<file path="src/rtl/bcd_split_pkg.sv">
package bcd_split_pkg;
  localparam int unsigned QUIN_W   = 3;
  localparam int unsigned CNT_W    = QUIN_W + 1;
  localparam logic [QUIN_W-1:0] QUIN_LAST = 3'd4;
  localparam logic [CNT_W-1:0]  NINE_VAL  = 4'b1001;
  typedef logic [QUIN_W-1:0] quin_t;
  typedef logic [CNT_W-1:0]  cnt_t;
endpackage

</file>
<file path="src/rtl/bcd_edge_sync.sv">
module bcd_edge_sync #(
  parameter int unsigned STAGES = 2
) (
  input  logic clk_i,
  input  logic rst_ni,
  input  logic d_i,
  output logic fall_o
);
  // sh[0] is the first synchroniser flop; sh[STAGES] holds the previous synced value
  logic [STAGES:0] sh_q;

  always_ff @(posedge clk_i or negedge rst_ni) begin
    if (!rst_ni) sh_q <= '0;
    else         sh_q <= {sh_q[STAGES-1:0], d_i};
  end

  assign fall_o = sh_q[STAGES] & ~sh_q[STAGES-1];


  fall_single_chk: assert property (@(posedge clk_i) disable iff (!rst_ni)
    fall_o |=> !fall_o);
endmodule

</file>
<file path="src/rtl/bcd_div2.sv">
module bcd_div2 (
  input  logic clk_i,
  input  logic rst_ni,
  input  logic adv_i,
  input  logic clr_i,
  input  logic set_i,
  output logic q_o
);
  always_ff @(posedge clk_i or negedge rst_ni) begin
    if (!rst_ni)    q_o <= 1'b0;
    else if (set_i) q_o <= 1'b1;
    else if (clr_i) q_o <= 1'b0;
    else if (adv_i) q_o <= ~q_o;
  end


  toggle_chk: assert property (@(posedge clk_i) disable iff (!rst_ni)
    (adv_i && !clr_i && !set_i) |=> (q_o != $past(q_o)));
endmodule

</file>
<file path="src/rtl/bcd_div5.sv">
module bcd_div5
  import bcd_split_pkg::*;
(
  input  logic  clk_i,
  input  logic  rst_ni,
  input  logic  adv_i,
  input  logic  clr_i,
  input  logic  set_i,
  output quin_t q_o
);
  quin_t nxt;

  always_comb begin
    nxt = q_o;
    if (set_i)                nxt = NINE_VAL[CNT_W-1:1];
    else if (clr_i)           nxt = '0;
    else if (adv_i)           nxt = (q_o >= QUIN_LAST) ? '0 : q_o + 1'b1;
  end

  always_ff @(posedge clk_i or negedge rst_ni) begin
    if (!rst_ni) q_o <= '0;
    else         q_o <= nxt;
  end


  quin_range_chk: assert property (@(posedge clk_i) disable iff (!rst_ni)
    q_o <= QUIN_LAST);

  quin_wrap_chk: assert property (@(posedge clk_i) disable iff (!rst_ni)
    (adv_i && !clr_i && !set_i && q_o == QUIN_LAST) |=> (q_o == '0));
endmodule

</file>
<file path="src/rtl/bcd_split_counter.sv">
module bcd_split_counter
  import bcd_split_pkg::*;
#(
  parameter int unsigned SYNC_STAGES = 2
) (
  input  logic             clk_i,
  input  logic             rst_ni,
  input  logic             cnt2_i,
  input  logic             cnt5_i,
  input  logic             clr_a_i,
  input  logic             clr_b_i,
  input  logic             nine_a_i,
  input  logic             nine_b_i,
  output logic [CNT_W-1:0] q_o
);
  localparam int unsigned NCH = 2;

  logic [NCH-1:0] cnt_in, fall;
  logic           set_pair, clr_pair;
  logic           q2;
  quin_t          q5;

  assign cnt_in   = {cnt5_i, cnt2_i};
  assign set_pair = nine_a_i & nine_b_i;
  assign clr_pair = clr_a_i & clr_b_i & ~set_pair;

  for (genvar i = 0; i < NCH; i++) begin : g_sync
    bcd_edge_sync #(.STAGES(SYNC_STAGES)) u_sync (
      .clk_i  (clk_i),
      .rst_ni (rst_ni),
      .d_i    (cnt_in[i]),
      .fall_o (fall[i])
    );
  end

  bcd_div2 u_div2 (
    .clk_i (clk_i), .rst_ni (rst_ni), .adv_i (fall[0]),
    .clr_i (clr_pair), .set_i (set_pair), .q_o (q2)
  );

  bcd_div5 u_div5 (
    .clk_i (clk_i), .rst_ni (rst_ni), .adv_i (fall[1]),
    .clr_i (clr_pair), .set_i (set_pair), .q_o (q5)
  );

  assign q_o = {q5, q2};


  reset_zero_chk: assert property (@(posedge clk_i) !rst_ni |-> q_o == '0);

  nine_load_chk: assert property (@(posedge clk_i) disable iff (!rst_ni)
    (nine_a_i && nine_b_i) |=> (q_o == NINE_VAL));

  clear_chk: assert property (@(posedge clk_i) disable iff (!rst_ni)
    (clr_a_i && clr_b_i && !(nine_a_i && nine_b_i)) |=> (q_o == '0));

  idle_hold_chk: assert property (@(posedge clk_i) disable iff (!rst_ni)
    (fall == '0 && !(nine_a_i && nine_b_i) && !(clr_a_i && clr_b_i)) |=> $stable(q_o));
endmodule

</file>
<file path="config.mk">
export PLATFORM = sky130hd
export DESIGN_NAME = bcd_split_counter
export DESIGN_NICKNAME = d
export VERILOG_FILES = /design/src/rtl/bcd_split_pkg.sv /design/src/rtl/bcd_edge_sync.sv /design/src/rtl/bcd_div2.sv /design/src/rtl/bcd_div5.sv /design/src/rtl/bcd_split_counter.sv
export SDC_FILE = /design/constraint.sdc
export NUM_CORES = 1
export LEC_CHECK = 0
export ABC_AREA = 1
export BUFFER_PORTS_ARGS = -buffer_cell sky130_fd_sc_hd__buf_4
export CORE_AREA = 5 5 42 44
export DETAILED_ROUTE_END_ITERATION = 16
export DIE_AREA = 0 0 47 49
export HOLD_SLACK_MARGIN = 0.03
export SYNTH_ARGS = -nofsm -noshare
export SYNTH_HDL_FRONTEND = slang
export SYNTH_SLANG_ARGS = --single-unit
</file>
<file path="constraint.sdc">
create_clock -name clk_i -period 1.2 [get_ports clk_i]
set_clock_uncertainty 0.05 [all_clocks]
set_input_delay 0.12 -clock clk_i [delete_from_list [all_inputs] [get_ports clk_i]]
set_output_delay 0.12 -clock clk_i [all_outputs]
set_load 0.05 [all_outputs]
</file>
# Word level (Yosys, flattened, before mapping)

Cells that the tools add are included.

Register bits after elaboration: 10
Latch bits: 0
Bits in writable memories: 0
Bits in read-only memories: 0
Input port bits: 8
Output and inout bits: 4
Memories: 0

$add $sub $neg: 1
$mul: 0
Div/mod/pow operators: 0
Magnitude comparators: 1
Eq/ne operators: 0
Shifts and indexed selects: 0
Multiplexer cells: 7
Bitwise gates (word level): 9
Reductions and logical operators: 2

Operator list:

| operator              | count |
|---|---|
| $mux W3               | 4 |
| $reduce_bool A3 Y1    | 2 |
| $and A1 B1 Y1         | 5 |
| $not A1 Y1            | 4 |
| $add A3 B1 Y3 const B | 1 |
| $ge A3 B3 Y1 const B  | 1 |
| $mux W1               | 3 |

# Longest topological paths before layout

Depth in word-level cells: 5
Gate-level depth with buffers: 6

# Hierarchy

From an unflattened synthesis, not the netlist that was laid out.

Cells, all modules: 48
Area, all modules: 442.9 µm²

Modules (own cells, without submodules):

| module            | instances | cells an instance | area each (µm²) |
|---|---|---|---|
| bcd_div5          | 1         | 24                | 191.4 |
| bcd_edge_sync     | 2         | 5                 | 85.1 |
| bcd_div2          | 1         | 9                 | 56.3 |
| bcd_split_counter | 1         | 5                 | 25.0 |

# Least setup slack after synthesis

OpenSTA, ideal clock, no wires.

Path kind: register -> register
From: register u_div5.q_o[0]
To: register u_div5.q_o[1]
Setup time: 77 ps
Data arrival time: 1280 ps
Data required time: 1073 ps
Path slack: -208 ps
Stages on the path, launching flop included: 7
Path buffers: 0
Clock period less this slack: 1408 ps
Cells stage by stage: dfrtp_1 > inv_1 > ha_1 > inv_1 > nor2_1 > nand2_1 > a21oi_1

Longest elaborated chain between the ends: 5
Elaborated cells on any way between the ends: 6

RTL lines:

| element                                       | RTL line       | source |
|---|---|---|
| from (decl)                                   | bcd_div5.sv:9  | `output quin_t q_o` |
| from (signal assigned)                        | bcd_div5.sv:22 | `else q_o <= nxt;` |
| $add A3 B1 Y3 or $ge A3 B3 Y1 (tied branches) | bcd_div5.sv:17 | `else if (adv_i) nxt = (q_o >= QUIN_LAST) ? '0 : q_o + 1'b1;` |
| $mux W3 * (2 in a row)                        | bcd_div5.sv:17 |  |
| $mux W3 *                                     | bcd_div5.sv:16 | `else if (clr_i) nxt = '0;` |
| $mux W3 *                                     | bcd_div5.sv:15 | `if (set_i) nxt = NINE_VAL[CNT_W-1:1];` |

Mark *: on every way between the ends. The rest lies on a longest branch, timed or not. The select of a mux whose other input is x is not followed.
A chain may end at the register's enable or synchronous reset.

# Final worst setup path

Same ends and word-level chain as after synthesis.

==> flow_metrics.tcl <==
set metrics [dict create \
    ios 12 \
    arrival_ps 1240 \
    hold_path.class "in2reg" \
    cp_max_fo 5 \
    drt-total-wl_um 759 \
    fmax_ghz 0.905 \
    io_buffer_count 11 \
    place_hpwl_um 554 \
    area_growth_pct 40.3 \
    ys.warnings.count 0 \
    ys_types 10 \
    dpl.cell_count 69 \
    final_antenna_net_count 0 \
    syn_area_per_cell_um2 9.46 \
    wl_per_cell_um 9.99 \
    ys.flop_type "dfrtp_1" \
    first_iter_violations 3 \
    design.core.area_um2 1400 \
    dieHeight_um 49 \
    firstDrtPassIters 5 \
    routed.top_layer "met4" \
    hp-start "nine_b_i" \
    num_rows 14 \
    fin_crit_ps 1100 \
    drc 0 \
    via_per_inst 4.36 \
    p_leak_nw 0.292 \
    vias 331 \
    hold_viol 0 \
    ys_seq_area_frac 0.615 \
    setup_viol 0 \
    floorplan.initialDensity 0.290 \
    path_cells "inv_2 -> ha_1 -> inv_1 -> nor2_1 -> nand2_1 -> a21oi_1" \
    cts_buffer_depth 2 \
    startpoint "u_div5.q_o[0]$_DFFE_PN0P_" \
    worst-path-buf-inv 2 \
    end_kind "flop" \
    worstReg2RegStart "u_div5.q_o[0]$_DFFE_PN0P_" \
    slowest_delay_ps 400 \
    place.gp.congestion 0.683 \
    grt_start_max_net_pins 11 \
    grt-ovfl-total 0 \
    syn-num-nets 53 \
    cts.sinks 10 \
    wl_met1_um 295 \
    worst_pin_slew_ps 164 \
    peakVddDrop_v 0.000557 \
    fillers 144 \
    final_nets 71 \
    finalCritPeriodShare 0.921 \
    cts_tree "yes" \
    synth_most_common_cell "nand2_1" \
    synth_top_area_frac 0.615 \
    wl_met3_um 57 \
    synth_area_um2 407 \
    clk_latency_ps 260 \
    synth_top_area_cell "dfrtp_1" \
    dieArea_um2 2300 \
    synthTopCellsByCount "nand2_1, dfrtp_1, inv_1" \
    synthArstFlopShare 1.00 \
    synth.area.top_cells "dfrtp_1, nand2_1, inv_1" \
    crit_family "flip-flops" \
    synth-seq-cells 10 \
    run_status "complete, no violations" \
    cts_root_buf "clkbuf_4" \
    diodes 0 \
    wl_met2_um 359 \
    clk_pin_slew_worst_paths_ps 70 \
    drive_above_1_share 0.350 \
    numCtsBuffers 3 \
    max_cap_viol_count 0 \
    fin_cells 76 \
    worst-setup-path-type "reg2reg" \
    seqCellArea_um2 253 \
    powerDensity_nw_per_um2 1410 \
    hold_ws_ps 65.4 \
    htree_levels 1 \
    rsz0062_at_grt "false" \
    required_ps 1340 \
    die-width_um 47 \
    grt_pass1_wl_um 1210 \
    slew_violations 0 \
    slew_headroom 0.891 \
    start_kind "flop" \
    multi_input_area_um2 119 \
    grt_util_all_layers 0.0769 \
    syn_inst 43 \
    antenna_found_initial 0 \
    cts-resized-gates 0 \
    synth_edf_count 0 \
    grt_pass1_vias 301 \
    cp_slowest_cell "dfrtp_2" \
]
## path summary, 6_finish.rpt
| check | end | slack, ps | cells after the start |
|---|---|---|---|
| max | u_div5.q_o[1]$_DFFE_PN0P_ | 100 | 6 |
| min | u_div2.q_o$_DFFE_PN0P_ | 70 | 3 |
| max reg2reg | u_div5.q_o[1]$_DFFE_PN0P_ | 100 | 6 |
| min reg2reg | g_sync[0].u_sync.sh_q[1]$_DFF_PN0_ | 300 | 0 |
| max in group asynchronous | u_div5.q_o[0]$_DFFE_PN0P_ | 750 | 2 |
| min in group asynchronous | u_div5.q_o[1]$_DFFE_PN0P_ | 200 | 2 |
## through the flow
| stage | util | instance area, µm² | TNS (ps) | total power, W | setup WS [ps] |
|---|---|---|---|---|---|
| after floorplan | - | 409 | -25.9 | 0.000462 | -25.9 |
| after global placement | 0.360 | 504 | 0 | 0.000506 | 103 |
| after detailed placement | 0.360 | 504 | 0 | 0.000509 | 105 |
| after CTS | 0.407 | 571 | 0 | 0.000823 | 86.4 |
| after global routing | 0.407 | 571 | 0 | 0.000849 | 27.4 |
| final | 0.407 | 571 | 0 | 0.000807 | 95.0 |
## what timing repair did
action                                  in CTS  in global routing
hold buffers                                 3                  0
buffers inserted                             0                  0
endpoints found under the setup margin       0                  0
hold endpoints to repair                    12                  0
## area by class of cell
| type | instances | area share |
|---|---|---|
| clock buffer | 4 | 0.0636 |
| inverter | 8 | 0.0526 |
| multi-input combinational | 24 | 0.208 |
| sequential | 10 | 0.443 |
| tap | 16 | 0.0351 |
| timing repair buffer | 14 | 0.197 |
## power breakdown
part | switching (W) | total [W] | internal, W
sequential | 0.0000184 | 0.000378 | 0.000360
clock | 0.000114 | 0.000298 | 0.000184
combinational | 0.0000800 | 0.000131 | 0.0000510
## registers in the layout, summed over array words and instances, names as in the netlist
signal and count:
u_div2.q_o 1, u_div5.q_o 3, g_sync.u_sync.sh_q 6
## cell families (layout without fill, tap and decap cells)
family | Yosys count | in the layout | share of synthesized area
AND/OR/NAND/NOR | 20 | 20 | 0.206
flip-flops | 10 | 10 | 0.615
buffers and inverters | 9 | 26 | 0.0923
adder cells (fa/ha/maj) | 2 | 2 | 0.0615
AO/OA/AOI/OAI | 2 | 2 | 0.0246
## per-layer routing
| layer | vias up | global-route usage |
|---|---|---|
| met1 | 148 | 0.0866 |
| met2 | 14 | 0.0973 |
| met4 | 0 | 0.0968 |
| li1 | 161 | - |
| met3 | 8 | 0.0221 |
| met5 | - | 0 |
## layout by cell type, fill, tap and decap left out, drive strengths merged
master / Yosys / routed
a21oi: 2 / 2
ha: 2 / 2
nand3: 5 / 5
nor2: 4 / 4
nand2: 11 / 11
clkbuf: 0 / 4
dlygate4sd3: 0 / 3
dfrtp: 10 / 10
buf: 1 / 11
inv: 8 / 8
## tightest hold or removal path, stage by stage
cell and delay (ps):
buf_4 70, nand2_1 70, nand2_1 70
No activity file was read; power rests on OpenSTA's default activity.
